**src/rtl/pba_pkg.sv**
```systemverilog
package pba_pkg;
    typedef enum logic {
        DIR_UP   = 1'b0,
        DIR_DOWN = 1'b1
    } pba_dir_e;

    localparam logic [3:0] NIB_ASCEND  = 4'h0;
    localparam logic [3:0] NIB_DESCEND = 4'hC;
endpackage

```
**src/rtl/pba_dir_decode.sv**
```systemverilog
module pba_dir_decode
    import pba_pkg::*;
(
    input  logic [3:0] nibble_i,
    output pba_dir_e   dir_o,
    output logic       bad_o
);
    always_comb begin
        dir_o = DIR_UP;
        bad_o = 1'b0;
        if (nibble_i == NIB_DESCEND) begin
            dir_o = DIR_DOWN;
        end else if (nibble_i != NIB_ASCEND) begin
            bad_o = 1'b1;
        end
    end
endmodule

```
**src/rtl/pba_step.sv**
```systemverilog
module pba_step
    import pba_pkg::*;
#(
    parameter int ADDR_W = 32,
    parameter int STEP   = 4
) (
    input  logic [ADDR_W-1:0] addr_i,
    input  pba_dir_e          dir_i,
    output logic [ADDR_W-1:0] addr_o
);
    localparam logic [ADDR_W-1:0] STEP_V = ADDR_W'(STEP);

    always_comb begin
        if (dir_i == DIR_DOWN) addr_o = addr_i - STEP_V;
        else                   addr_o = addr_i + STEP_V;
    end
endmodule

```
**src/rtl/page_burst_addr_gen.sv**
```systemverilog
module page_burst_addr_gen
    import pba_pkg::*;
#(
    parameter int ADDR_W = 32,
    parameter int LEN_W  = 2,
    parameter int STEP   = 4
) (
    input  logic              clk,
    input  logic              rst_n,
    input  logic              start_i,
    input  logic [ADDR_W-1:0] start_addr_i,
    input  logic              page_mode_i,
    input  logic [LEN_W-1:0]  burst_len_i,
    input  logic              advance_i,
    output logic [ADDR_W-1:0] addr_o,
    output logic              busy_o,
    output logic              done_o,
    output logic              bad_align_o
);
    typedef struct packed {
        logic [ADDR_W-1:0] addr;
        logic [LEN_W-1:0]  left;
        pba_dir_e          dir;
        logic              busy;
        logic              done;
        logic              bad;
    } state_t;

    state_t            st_d, st_q;
    pba_dir_e          dec_dir;
    logic              dec_bad;
    logic [ADDR_W-1:0] next_addr;
    logic              accept;

    pba_dir_decode u_dec (
        .nibble_i (start_addr_i[3:0]),
        .dir_o    (dec_dir),
        .bad_o    (dec_bad)
    );

    pba_step #(.ADDR_W(ADDR_W), .STEP(STEP)) u_step (
        .addr_i (st_q.addr),
        .dir_i  (st_q.dir),
        .addr_o (next_addr)
    );

    assign accept = start_i && !st_q.busy;

    always_comb begin
        st_d      = st_q;
        st_d.done = 1'b0;
        if (accept) begin
            st_d.addr = start_addr_i;
            st_d.bad  = page_mode_i && dec_bad;
            st_d.busy = page_mode_i;
            st_d.left = burst_len_i;
            st_d.dir  = page_mode_i ? dec_dir : DIR_UP;
        end else if (st_q.busy && advance_i) begin
            if (st_q.left == '0) begin
                st_d.busy = 1'b0;
                st_d.done = 1'b1;
            end else begin
                st_d.addr = next_addr;
                st_d.left = st_q.left - 1'b1;
            end
        end
    end

    always_ff @(posedge clk) begin
        if (!rst_n) begin
            st_q <= '{addr: '0, left: '0, dir: DIR_UP, busy: 1'b0, done: 1'b0, bad: 1'b0};
        end else begin
            st_q <= st_d;
        end
    end

    assign addr_o      = st_q.addr;
    assign busy_o      = st_q.busy;
    assign done_o      = st_q.done;
    assign bad_align_o = st_q.bad;
endmodule

```
**config.mk**
```make
export PLATFORM = sky130hd
export DESIGN_NAME = page_burst_addr_gen
export DESIGN_NICKNAME = d
export VERILOG_FILES = /design/src/rtl/pba_pkg.sv /design/src/rtl/pba_dir_decode.sv /design/src/rtl/pba_step.sv /design/src/rtl/page_burst_addr_gen.sv
export SDC_FILE = /design/constraint.sdc
export NUM_CORES = 1
export LEC_CHECK = 0
export BUFFER_PORTS_ARGS = -buffer_cell sky130_fd_sc_hd__buf_2
export CAP_MARGIN = 20
export CORE_ASPECT_RATIO = 0.7
export CORE_UTILIZATION = 50
export CTS_CLUSTER_SIZE = 25
export DETAILED_ROUTE_END_ITERATION = 8
export PLACE_DENSITY = 0.85
export SYNTH_ARGS = -nofsm -noshare
export SYNTH_HDL_FRONTEND = slang
export SYNTH_HIERARCHICAL = 1
export SYNTH_SLANG_ARGS = --single-unit
```
**constraint.sdc**
```tcl
create_clock -name clk -period 3.2 [get_ports clk]
set_input_delay 0.96 -clock clk [delete_from_list [all_inputs] [get_ports clk]]
set_output_delay 0.96 -clock clk [all_outputs]
set_load 0.01 [all_outputs]
```
; ---- Word level (Yosys, flattened, before mapping)
; Index checks and enable logic that the tools add are counted.
[word_totals]
ff_bits = 38
input_bits = 39
[op_classes]
add_sub_neg = 3
n_eq_ne = 2
mux = 11
bitwise_logic = 2
reduce_logical = 11
[op_table]
columns = operator, n
row1 = 34-bit 2-to-1 mux, 3
row2 = "32-bit by 3-bit adder with 32-bit output, second input constant", 1
row3 = 32-bit 2-to-1 mux, 1
row4 = "32-bit by 3-bit subtractor with 32-bit output, second input constant", 1
row5 = 1-bit 2-to-1 mux, 5
row6 = "4-bit equality test, second input constant", 1
row7 = 2-bit 2-to-1 mux, 2
row8 = 2-bit AND reduction, 2
row9 = 2-bit nonzero test, 2
row10 = 4-bit nonzero test, 1
row11 = 1-bit logical AND, 3
row12 = 3-bit OR reduction, 1
row13 = 2-bit logical NOT, 1
row14 = "2-bit inequality test, second input constant", 1
row15 = 1-bit inverter, 2
row16 = "2-bit by 1-bit subtractor with 2-bit output, second input constant", 1
row17 = 1-bit logical NOT, 1

; ---- Longest topological paths before layout
; Gate-level depths: netlist (run 1).
[logic_depth]
ltp_word = 5
mapped_depth = 11
depth_no_buf = 10

; ---- Hierarchy
; Netlist (run 1), hierarchy kept.
[modules_own_cells]
columns = mod, n_inst, cells_each, area_each_um2
row1 = page_burst_addr_gen, 1, 242, 1896.8
row2 = pba_step, 1, 216, 1546.5
row3 = pba_dir_decode, 1, 4, 23.8

; ---- Worst setup path before layout (run 1)
; Ideal clock, no wire load.
[synth_timing]
kind = flip-flop to flip-flop
startpoint = register st_q[3] (netlist name)
endpoint = register st_q, in the netlist addr_o[30]
arrival_ps = 3003
setup_slack_ps = 77
path_stages_with_launch = 11
synth_period_minus_slack_ps = 3123
cell_sequence = dfxtp_1 > ha_1 > a21o_1 > a221o_1 > o21ai_4 > o211ai_4 > a211oi_4 > a2111oi_1 > a311o_1 > a21oi_1 > a21oi_1
[synth_between]
elab_chain_len = 4
[synth_lines]
columns = item, line
row1 = "start, declared", page_burst_addr_gen.sv:29  ; state_t st_d, st_q;
row2 = "start signal, assigned", page_burst_addr_gen.sv:71  ; st_q <= '{addr: '0, left: '0, dir: DIR_UP, busy: 1'b0, done: 1'b0, bad: 1'b0};
row3 = "start signal, assigned", page_burst_addr_gen.sv:73  ; st_q <= st_d;
row4 = 32-bit 2-to-1 mux, pba_step.sv:14  ; if (dir_i == DIR_DOWN) addr_o = addr_i - STEP_V;
row5 = net next_addr[30], page_burst_addr_gen.sv:32  ; logic [ADDR_W-1:0] next_addr;
row6 = 34-bit 2-to-1 mux, page_burst_addr_gen.sv:59  ; if (st_q.left == '0) begin
row7 = 34-bit 2-to-1 mux, page_burst_addr_gen.sv:58  ; end else if (st_q.busy && advance_i) begin
row8 = 34-bit 2-to-1 mux, page_burst_addr_gen.sv:52  ; if (accept) begin
; The timed path passes the listed nets, and every way through them passes these cells. The select of a mux whose other input is x is not followed.
; A chain may end at the register's enable or synchronous reset.

; ---- Worst setup path after layout (run 1)
[layout_timing]
startpoint = register st_q[3] (netlist name)
endpoint = register st_q, in the netlist addr_o[16]
; The elaborated chain is that of the path after synthesis.

==> results of run 1 <==
synth_stat cells (all sizes together), types with 8 or more instances:
| cell | n |
|---|---|
| dfxtp | 38 |
| clkbuf | 15 |
| a21o | 8 |
| xnor2 | 15 |
| xor2 | 13 |
| buf | 45 |
| nor2b | 8 |
| nor3 | 8 |
| nand2 | 50 |
| inv | 11 |
| a21oi | 89 |
| o21ai | 44 |
| nand3 | 15 |
| ha | 29 |
| nor2 | 19 |
through the flow:
stage / hold slack (ns) / cells
floorplan: 0.444 / 462
global placement: 0.452 / 570
detailed placement: 0.458 / 570
CTS: 0.470 / 578
global route: 0.492 / 578
finish: 0.468 / 578
final cells by class:
| type | count | area, um^2 | share of cell area, % |
|---|---|---|---|
| multi-input combinational | 353 | 2270 | 60.8 |
| sequential | 38 | 762 | 20.4 |
| timing repair buffer | 77 | 408 | 10.9 |
| tap | 91 | 114 | 3.05 |
| clock buffer | 5 | 68.8 | 1.85 |
| clock inverter | 3 | 68.8 | 1.85 |
| inverter | 11 | 41.3 | 1.11 |
worst paths after layout:
kind | from | to | slack (ns)
min | bad_align_o$_SDFFE_PN0P_ | bad_align_o$_SDFFE_PN0P_ | 0.47
min reg2reg | bad_align_o$_SDFFE_PN0P_ | bad_align_o$_SDFFE_PN0P_ | 0.47
max reg2reg | st_q[3]$_SDFFE_PN0P_ | addr_o[16]$_SDFFE_PN0P_ | 0.27
max | st_q[3]$_SDFFE_PN0P_ | addr_o[16]$_SDFFE_PN0P_ | 0.27
state kept, by name, indices dropped and copies added (netlist names):
name         flops
busy_o           1
bad_align_o      1
st_q             3
done_o           1
addr_o          32
cells by family after synthesis:
family | count (synthesis)
flip-flops | 38
AND/OR/NAND/NOR | 114
XOR/XNOR | 28
AO/OA/AOI/OAI | 177
multiplexers | 4
buffers and inverters | 71
adder cells (fa/ha/maj) | 30
cell usage in the layout, fill, tap and decap left out, drive strengths merged, types with 8 or more instances in the layout:
cell	count
a21o	8
a21oi	89
buf	77
dfxtp	38
ha	29
inv	11
nand2	50
nand3	15
nor2	19
nor2b	8
nor3	8
o21ai	44
xnor2	15
xor2	13
worst max-delay path, stage by stage, from the launching register on:
cell,delay (ns)
dfxtp_2,0.39
buf_12,0.18
fa_1,0.41
a21o_1,0.22
a221o_1,0.37
o21ai_4,0.23
o21bai_1,0.10
a21oi_1,0.35
mux2i_1,0.24
nand3_1,0.09
a21oi_1,0.16
a21oi_1,0.09
power groups by stage:
stage / logic [uW] / registers [uW] / clock network (uW)
finish: 333 / 546 / 521
global route: 371 / 552 / 546
CTS: 330 / 546 / 521
detailed placement: 328 / 557 / 0
global placement: 316 / 557 / 0
floorplan: 278 / 549 / 0
per-layer routing:
layer / wire (um) / global-route usage [%] / vias up / part of all wire [%]
li1: - / - / 1671 / -
met1: 4190 / 36.2 / 1589 / 46
met2: 3920 / 40.6 / 184 / 43
met3: 846 / 5.85 / 23 / 9.3
met4: 144 / 6.44 / 0 / 1.6
met5: 0 / 0 / - / 0
==> results.toml, run 1 <==
[placement]
io_buffers = 73
placed_area_um2 = 3590
preCtsSetupSlack_ns = 0.227
hpwl_um = 6540
finalWeightedCongestion = 0.993

[final_layout]
fin_nets = 555
fillCellCount = 571
final_util_pct = 57.8
drive_above_1_share_pct = 20.1
fin_area_um2 = 3730
antenna_cells = 0
syn_to_final_growth_pct = 7.58

[floorplanning]
die_w_um = 102
initial_core_util_pct = 53.7
rows = 24
ios = 74
die_y_um = 71.7
core_um2 = 6460
die_area_um2 = 7280

[clock_network]
cts_max_level = 2
postCtsSetupBuffers = 0
clk_pin_slew_ns = 0.09
postCtsHoldBufs = 0
insertion_delay_ns = 0.31
cts_tree = "yes"
root_buffer = "clkbuf_8"
ctsResizeCount = 0
cts-buffers-inserted = 5
clock_sinks = 38
clockBufferDepth = 2

[synth]
synth_area_um2 = 3470
yosys.area_share.simple_pct = 15.2
async_flop_share_pct = 0
synthMuxAreaShare_pct = 1.19
postSynthCellCount = 462
yosys_warnings = 6
synth-edff-count = 0
synth_nets = 531
synthXorXnorAreaFrac_pct = 7.07
seq_area_frac_synth_pct = 21.9
synth_cell_types = 59
ys_top_cells_by_area = "dfxtp_1, a21oi_1, ha_1"
yosys.area_share.adder_pct = 11.0
ys.flop_type = "dfxtp_1"
synth_top_family_by_area = "compound AO/OA/AOI/OAI gates"
synth-compound-area-share_pct = 30.8
avgSynthCellArea_um2 = 7.50
synth_top_area_share_pct = 21.9
synth_seq_cells = 38
synth.largest_area_cell = "dfxtp_1"

[power_and_ir_drop]
p_per_area_nw_per_um2 = 375
sw_frac_of_total_pct = 31.2
p_seq_share_pct = 39.0
comb_power_share_pct = 23.8
fin_total_pwr_uw = 1400
pwr-share-clk_pct = 37.2
power.internal_uw = 963
peakVddDrop_mv = 0.200
leakagePower_uw = 0.00173
p_switching_uw = 437

[global_route]
grt_antenna_before_repair = 0
grt_pass1_wl_um = 15100
grt-ovfl-total = 0
grt_max_degree = 39
grt_pass1_vias = 3128
grtUsageTotal_pct = 26.0

[route]
drc = 0
drt-pass1-iter-count = 6
vias = 3467
routed_wirelength_um = 9110
vias_per_cell = 6.00
drt_iter0_drc = 334
ant_nets = 0
avgRoutedWirePerCell_um = 15.8

[min_path]
hold_depth = 2
worstHoldPathType = "reg -> reg"

[sta]
setup_viol_count_final = 0
tightest_slew_ns = 0.729
max_freq_mhz = 341
tns_ns = 0
finalHoldViolations = 0
finClkSkew_ns = 0.0123
maxSlewHeadroom_pct = 51.1
fin_crit_sh_pct = 91.6
fin_ws_ns = 0.268
rsz0062_at_grt = "no"
period_minus_slack_ns = 2.93
slew_violations = 0

[worst_setup_path]
crit_path_max_fanout = 24
start_kind = "register"
worstSetupPathType = "reg -> reg"
cp.arrival_ns = 3.13
worstPathRequired_ns = 3.39
reg2reg_depth = 11
end_kind = "register"

[flow_run]
drv_cap = 0

[run_status]
outcome = "complete, no violations"
Note: power is estimated with default switching activity, not from simulation.
==> run 2, diff against run 1 <==
CAP_MARGIN = not set   (was 20)
clock period = 2.54 ns   (was 3.2 ns; I/O delays follow)
==> run 2 against run 1 <==
Compared with the run above:
- the run now ends with negative setup slack left
- clock-buffer cell count increased by 1
- power increased by 21%
- setup slack got worse by 0.55 ns
- first-iteration DRC count increased by 31%
- register-to-register slack got worse by 0.55 ns
- final area increased by 21%
- critical path type unchanged
- largest power group unchanged
==> results.toml, run 2 (synthesis gave the netlist of run 1 again) <==
[run_status]
outcome = "complete, but fails checks"
violations = "negative setup slack"

[global_route]
grt_pass1_vias = 3408
grt_antenna_before_repair = 0
grt-ovfl-total = 0
grt_max_degree = 39
grt_pass1_wl_um = 16000
grtUsageTotal_pct = 27.5

[route]
drc = 0
routed_wirelength_um = 10700
vias = 3762
avgRoutedWirePerCell_um = 17.0
drt-pass1-iter-count = 5
vias_per_cell = 5.98
drt_iter0_drc = 439
ant_nets = 0

[worst_setup_path]
cp.arrival_ns = 3.05
cpPeakStageDelay_ns = 0.41
critPathSlowestCell = "dfxtp_4"
path_cells = "buf_12, buf_8, ha_4, o21ai_1, nor2_1, o311ai_2, o211ai_4, a211oi_4, buf_4, o21bai_1, xor2_1, a21oi_1, a21oi_1"
reg2reg_from = "st_q[3]$_SDFFE_PN0P_"
start_kind = "register"
crit_path_max_fanout = 7
worstPathRequired_ns = 2.77
timing.rr.end = "addr_o[28]$_SDFFE_PN0P_"
worstSetupPathType = "reg -> reg"
end_kind = "register"
cpMostUsedCell = "a21oi_1"
reg2reg_depth = 13
reg2reg_slack_ns = -0.28

[flow_run]
drv_cap = 0

[sta]
tightest_slew_ns = 0.606
finClkSkew_ns = 0.00959
maxSlewHeadroom_pct = 59.6
finalHoldViolations = 0
fin_ws_ns = -0.283
setup_viol_count_final = 10
rsz0062_at_grt = "yes"
max_freq_mhz = 354
fin_crit_sh_pct = 111
tns_ns = -1.20
period_minus_slack_ns = 2.82
slew_violations = 0

[final_layout]
final_common_cell = "a21oi_1"
drive_above_1_share_pct = 36.8
final_util_pct = 70.0
antenna_cells = 0
fin_nets = 606
syn_to_final_growth_pct = 30.3
fin_area_um2 = 4520
largest_reg_flops = 32
mostFrequentLayoutCells = "a21oi_1, buf_2, nand2_1"

[clock_network]
clock_sinks = 38
cts-buffers-inserted = 5
clk_pin_slew_ns = 0.09
insertion_delay_ns = 0.30
postCtsHoldBufs = 0
cts_max_level = 2
root_buffer = "clkbuf_8"
clockBufferDepth = 2
cts_tree = "yes"

[placement]
finalWeightedCongestion = 0.901
io_buffers = 73
placed_area_um2 = 3950
preCtsSetupSlack_ns = -0.154
hpwl_um = 7070

[min_path]
worstHoldPathType = "reg -> reg"
hold_depth = 2
hold_end = "bad_align_o$_SDFFE_PN0P_"
min-delay-start = "bad_align_o$_SDFFE_PN0P_"

[floorplanning]
die_w_um = 102
ios = 74
core_um2 = 6460
die_area_um2 = 7280
rows = 24
initial_core_util_pct = 53.7
die_y_um = 71.7

[power_and_ir_drop]
p_per_area_nw_per_um2 = 375
leakagePower_uw = 0.00205
peakVddDrop_mv = 0.293
run 2: cell count changes in the layout (fill, tap and decap cells not counted), sizes merged:
cell | before | now
clkbuf | 5 | 6
clkinvlp | 0 | 1
buf | 77 | 128
bufinv | 2 | 0
run 2: layout make-up:
type,instances,area (um^2)
Clock buffer,6,82.6
Clock inverter,2,12.5
Fill cell,492,1940
Inverter,11,41.3
Multi-Input combinational cell,353,2660
Sequential cell,38,764
Tap cell,91,114
Timing Repair Buffer,128,841
run 2: power breakdown:
group	switching [uW]	internal, uW
registers	51.9	643
clock network	251	219
logic	286	244
total	589	1110
run 2: worst max-delay path by stage:
stage | start | slack (ns) | depth (start not counted) | end
finish | st_q[3]$_SDFFE_PN0P_ | -0.28 | 13 | addr_o[28]$_SDFFE_PN0P_
global route | st_q[3]$_SDFFE_PN0P_ | -0.31 | 12 | addr_o[30]$_SDFFE_PN0P_
CTS | st_q[3]$_SDFFE_PN0P_ | -0.14 | 11 | addr_o[30]$_SDFFE_PN0P_
floorplan | st_q[3]$_SDFFE_PN0P_ | -0.1 | 11 | addr_o[30]$_SDFFE_PN0P_
global placement | st_q[3]$_SDFFE_PN0P_ | -0.05 | 10 | addr_o[30]$_SDFFE_PN0P_
detailed placement | st_q[3]$_SDFFE_PN0P_ | -0.15 | 11 | addr_o[30]$_SDFFE_PN0P_
run 2: worst max-delay path: cells and delay by family (launching register included):
kind | cells | cell delay, ns
buf+inv | 3 | 0.43
simple gates | 1 | 0.11
xor+xnor | 1 | 0.19
fa+ha+maj | 1 | 0.25
compound gates | 7 | 1.37
flops | 1 | 0.41
run 2: per-layer routing:
metal  vias to the layer above  track usage [%]  wire length (um)
li1                       1771                -                 -
met1                      1752             39.7              4780
met2                       208             42.8              4910
met3                        31             4.20               815
met4                         0             6.60               205
met5                         -                0                 0
run 2: per-stage QoR:
stage	hold WS (ns)	power, uW	cells
floorplan	0.444	1050	462
global placement	0.450	1150	613
detailed placement	0.462	1170	613
CTS	0.477	1640	623
global route	0.499	1780	629
finish	0.473	1700	629
run 2: timing repair:
action | 4_1_cts | 5_1_grt
setup buffers | 2 | 8
endpoints found under the hold margin | 0 | 0
gates resized for setup | 24 | 56
setup endpoints to repair | 11 | 15
pin swaps | 4 | 34
==> run 3, diff against run 2 <==
SETUP_SLACK_MARGIN = 0.15   (was not set)
==> run 3 against run 2 <==
Compared with the run above:
- die area is the same
- sequential share of layout area down 0.061 points
- final cell count grew 0.64%
- the run still ends with negative setup slack left
- largest power group unchanged
- combinational power down 2%
- setup slack improved by 0.015 ns
- largest cell class unchanged
- critical endpoint unchanged
- critical path type unchanged
- first-iteration DRC count decreased by 9.1%
- final area increased by 0.36%
- maximum frequency is 0.53% higher
- worst hold slack barely moved
==> results.toml, run 3 (synthesis gave the netlist of run 1 again) <==
[run_status]
outcome = "complete, but fails checks"
violations = "negative setup slack"

[sta]
slew_violations = 0
tns_ns = -1.62
setup_viol_count_final = 14
finClkSkew_ns = 0.00967
period_minus_slack_ns = 2.81
fin_crit_sh_pct = 111
rsz0062_at_grt = "yes"
maxSlewHeadroom_pct = 60.9
fin_ws_ns = -0.268
tightest_slew_ns = 0.587
finalHoldViolations = 0
max_freq_mhz = 356

[global_route]
grt_antenna_before_repair = 0
grt_max_degree = 39
grtUsageTotal_pct = 28.9
grt_pass1_vias = 3494
grt_pass1_wl_um = 16700
grt-ovfl-total = 0

[power_and_ir_drop]
leakagePower_uw = 0.00211
fin_total_pwr_uw = 1850
p_per_area_nw_per_um2 = 407
peakVddDrop_mv = 0.259

[worst_setup_path]
critPathSlowestCell = "dfxtp_4"
reg2reg_from = "st_q[3]$_SDFFE_PN0P_"
worstSetupPathType = "reg -> reg"
timing.rr.end = "addr_o[28]$_SDFFE_PN0P_"
reg2reg_depth = 12
cp-startpoint = "st_q[3]$_SDFFE_PN0P_"
cpMostUsedCell = "a21oi_1"
cpPeakStageDelay_ns = 0.37
start_kind = "register"
path_buf_inv = 2
worstPathRequired_ns = 2.73
reg2reg_slack_ns = -0.27
crit_path_max_fanout = 8
cp.arrival_ns = 2.99
path_cells = "buf_8, fa_2, a21o_1, a221o_1, o21ai_4, o211ai_4, a211oi_4, buf_4, o21bai_4, xor2_1, a21oi_1, a21oi_1"
critPathTopFamily = "compound AO/OA/AOI/OAI gates"
end_kind = "register"

[route]
drc = 0
vias_per_cell = 6.24
vias = 3950
ant_nets = 0
avgRoutedWirePerCell_um = 18.3
routed_wirelength_um = 11600
drt-pass1-iter-count = 7
drt_iter0_drc = 399

[placement]
io_buffers = 73
finalWeightedCongestion = 0.939
placed_area_um2 = 3910
preCtsSetupSlack_ns = -0.118
hpwl_um = 6890

[clock_network]
clk_pin_slew_ns = 0.09
clock_sinks = 38
root_buffer = "clkbuf_8"
cts-buffers-inserted = 5
clockBufferDepth = 2
cts_tree = "yes"
insertion_delay_ns = 0.30
postCtsHoldBufs = 0
cts_max_level = 2

[floorplanning]
ios = 74
die_w_um = 102
initial_core_util_pct = 53.7
die_area_um2 = 7280
core_um2 = 6460
rows = 24
die_y_um = 71.7

[flow_run]
drv_cap = 0

[min_path]
hold_depth = 2
min-delay-start = "addr_o[0]$_SDFFE_PN0P_"
worstHoldPathType = "reg -> reg"
hold_end = "addr_o[0]$_SDFFE_PN0P_"

[final_layout]
fin_area_um2 = 4530
largest_reg_flops = 32
final_common_cell = "a21oi_1"
drive_above_1_share_pct = 36.9
antenna_cells = 0
mostFrequentLayoutCells = "a21oi_1, buf_2, buf_4"
syn_to_final_growth_pct = 30.8
fillCellCount = 459
fin_nets = 610
-- run 3: timing repair --
item / 4_1_cts / 5_1_grt
gates resized for setup: 25 / 35
setup buffers: 8 / 10
endpoints found under the setup margin: 15 / 19
pin swaps: 20 / 26
gates cloned: 0 / 0
-- run 3: power breakdown --
part           internal, uW  switching, uW
sequential              643           51.8
combinational           232            288
clock                   380            250
total                  1260            590
-- run 3: worst min-delay path, delay by kind of cell, from the launching register on --
kind,cells,cell delay (ns)
DFF,1,0.33
AOI/OAI and AO/OA,1,0.05
and+or+nand+nor,1,0.06
-- run 3: metrics by stage --
| stage | util (%) | instances | hold slack (ns) |
|---|---|---|---|
| after floorplan | - | 462 | 0.444 |
| after global placement | 60.5 | 607 | 0.454 |
| after detailed placement | 60.5 | 607 | 0.466 |
| after CTS | 66.1 | 623 | 0.480 |
| after global routing | 70.2 | 633 | 0.505 |
| final | 70.2 | 633 | 0.473 |
-- run 3: how the worst max path moves through the flow --
stage / slack, ns / to / cells past startpoint
after global placement: -0.05 / addr_o[30]$_SDFFE_PN0P_ / 10
after CTS: -0.13 / addr_o[30]$_SDFFE_PN0P_ / 11
after floorplan: -0.1 / addr_o[30]$_SDFFE_PN0P_ / 11
after global routing: -0.36 / addr_o[28]$_SDFFE_PN0P_ / 12
final: -0.27 / addr_o[28]$_SDFFE_PN0P_ / 12
after detailed placement: -0.12 / addr_o[31]$_SDFFE_PN0P_ / 11
-- run 3: area by class of cell --
| class | count | area, um^2 | area share (%) |
|---|---|---|---|
| sequential | 38 | 764 | 16.9 |
| multi-input combinational | 353 | 2630 | 58.1 |
| timing repair buffer | 132 | 843 | 18.6 |
| inverter | 11 | 41.3 | 0.911 |
| clock inverter | 1 | 30.0 | 0.662 |
| clock buffer | 7 | 108 | 2.37 |
| tap | 91 | 114 | 2.51 |
-- run 3: per-layer routing --
layer	up-vias	share of wire [%]	global-route usage (%)
li1	1788	-	-
met1	1814	41	37.9
met2	274	45	46.0
met3	74	9.1	6.83
met4	0	5.2	11.4
met5	-	0	0
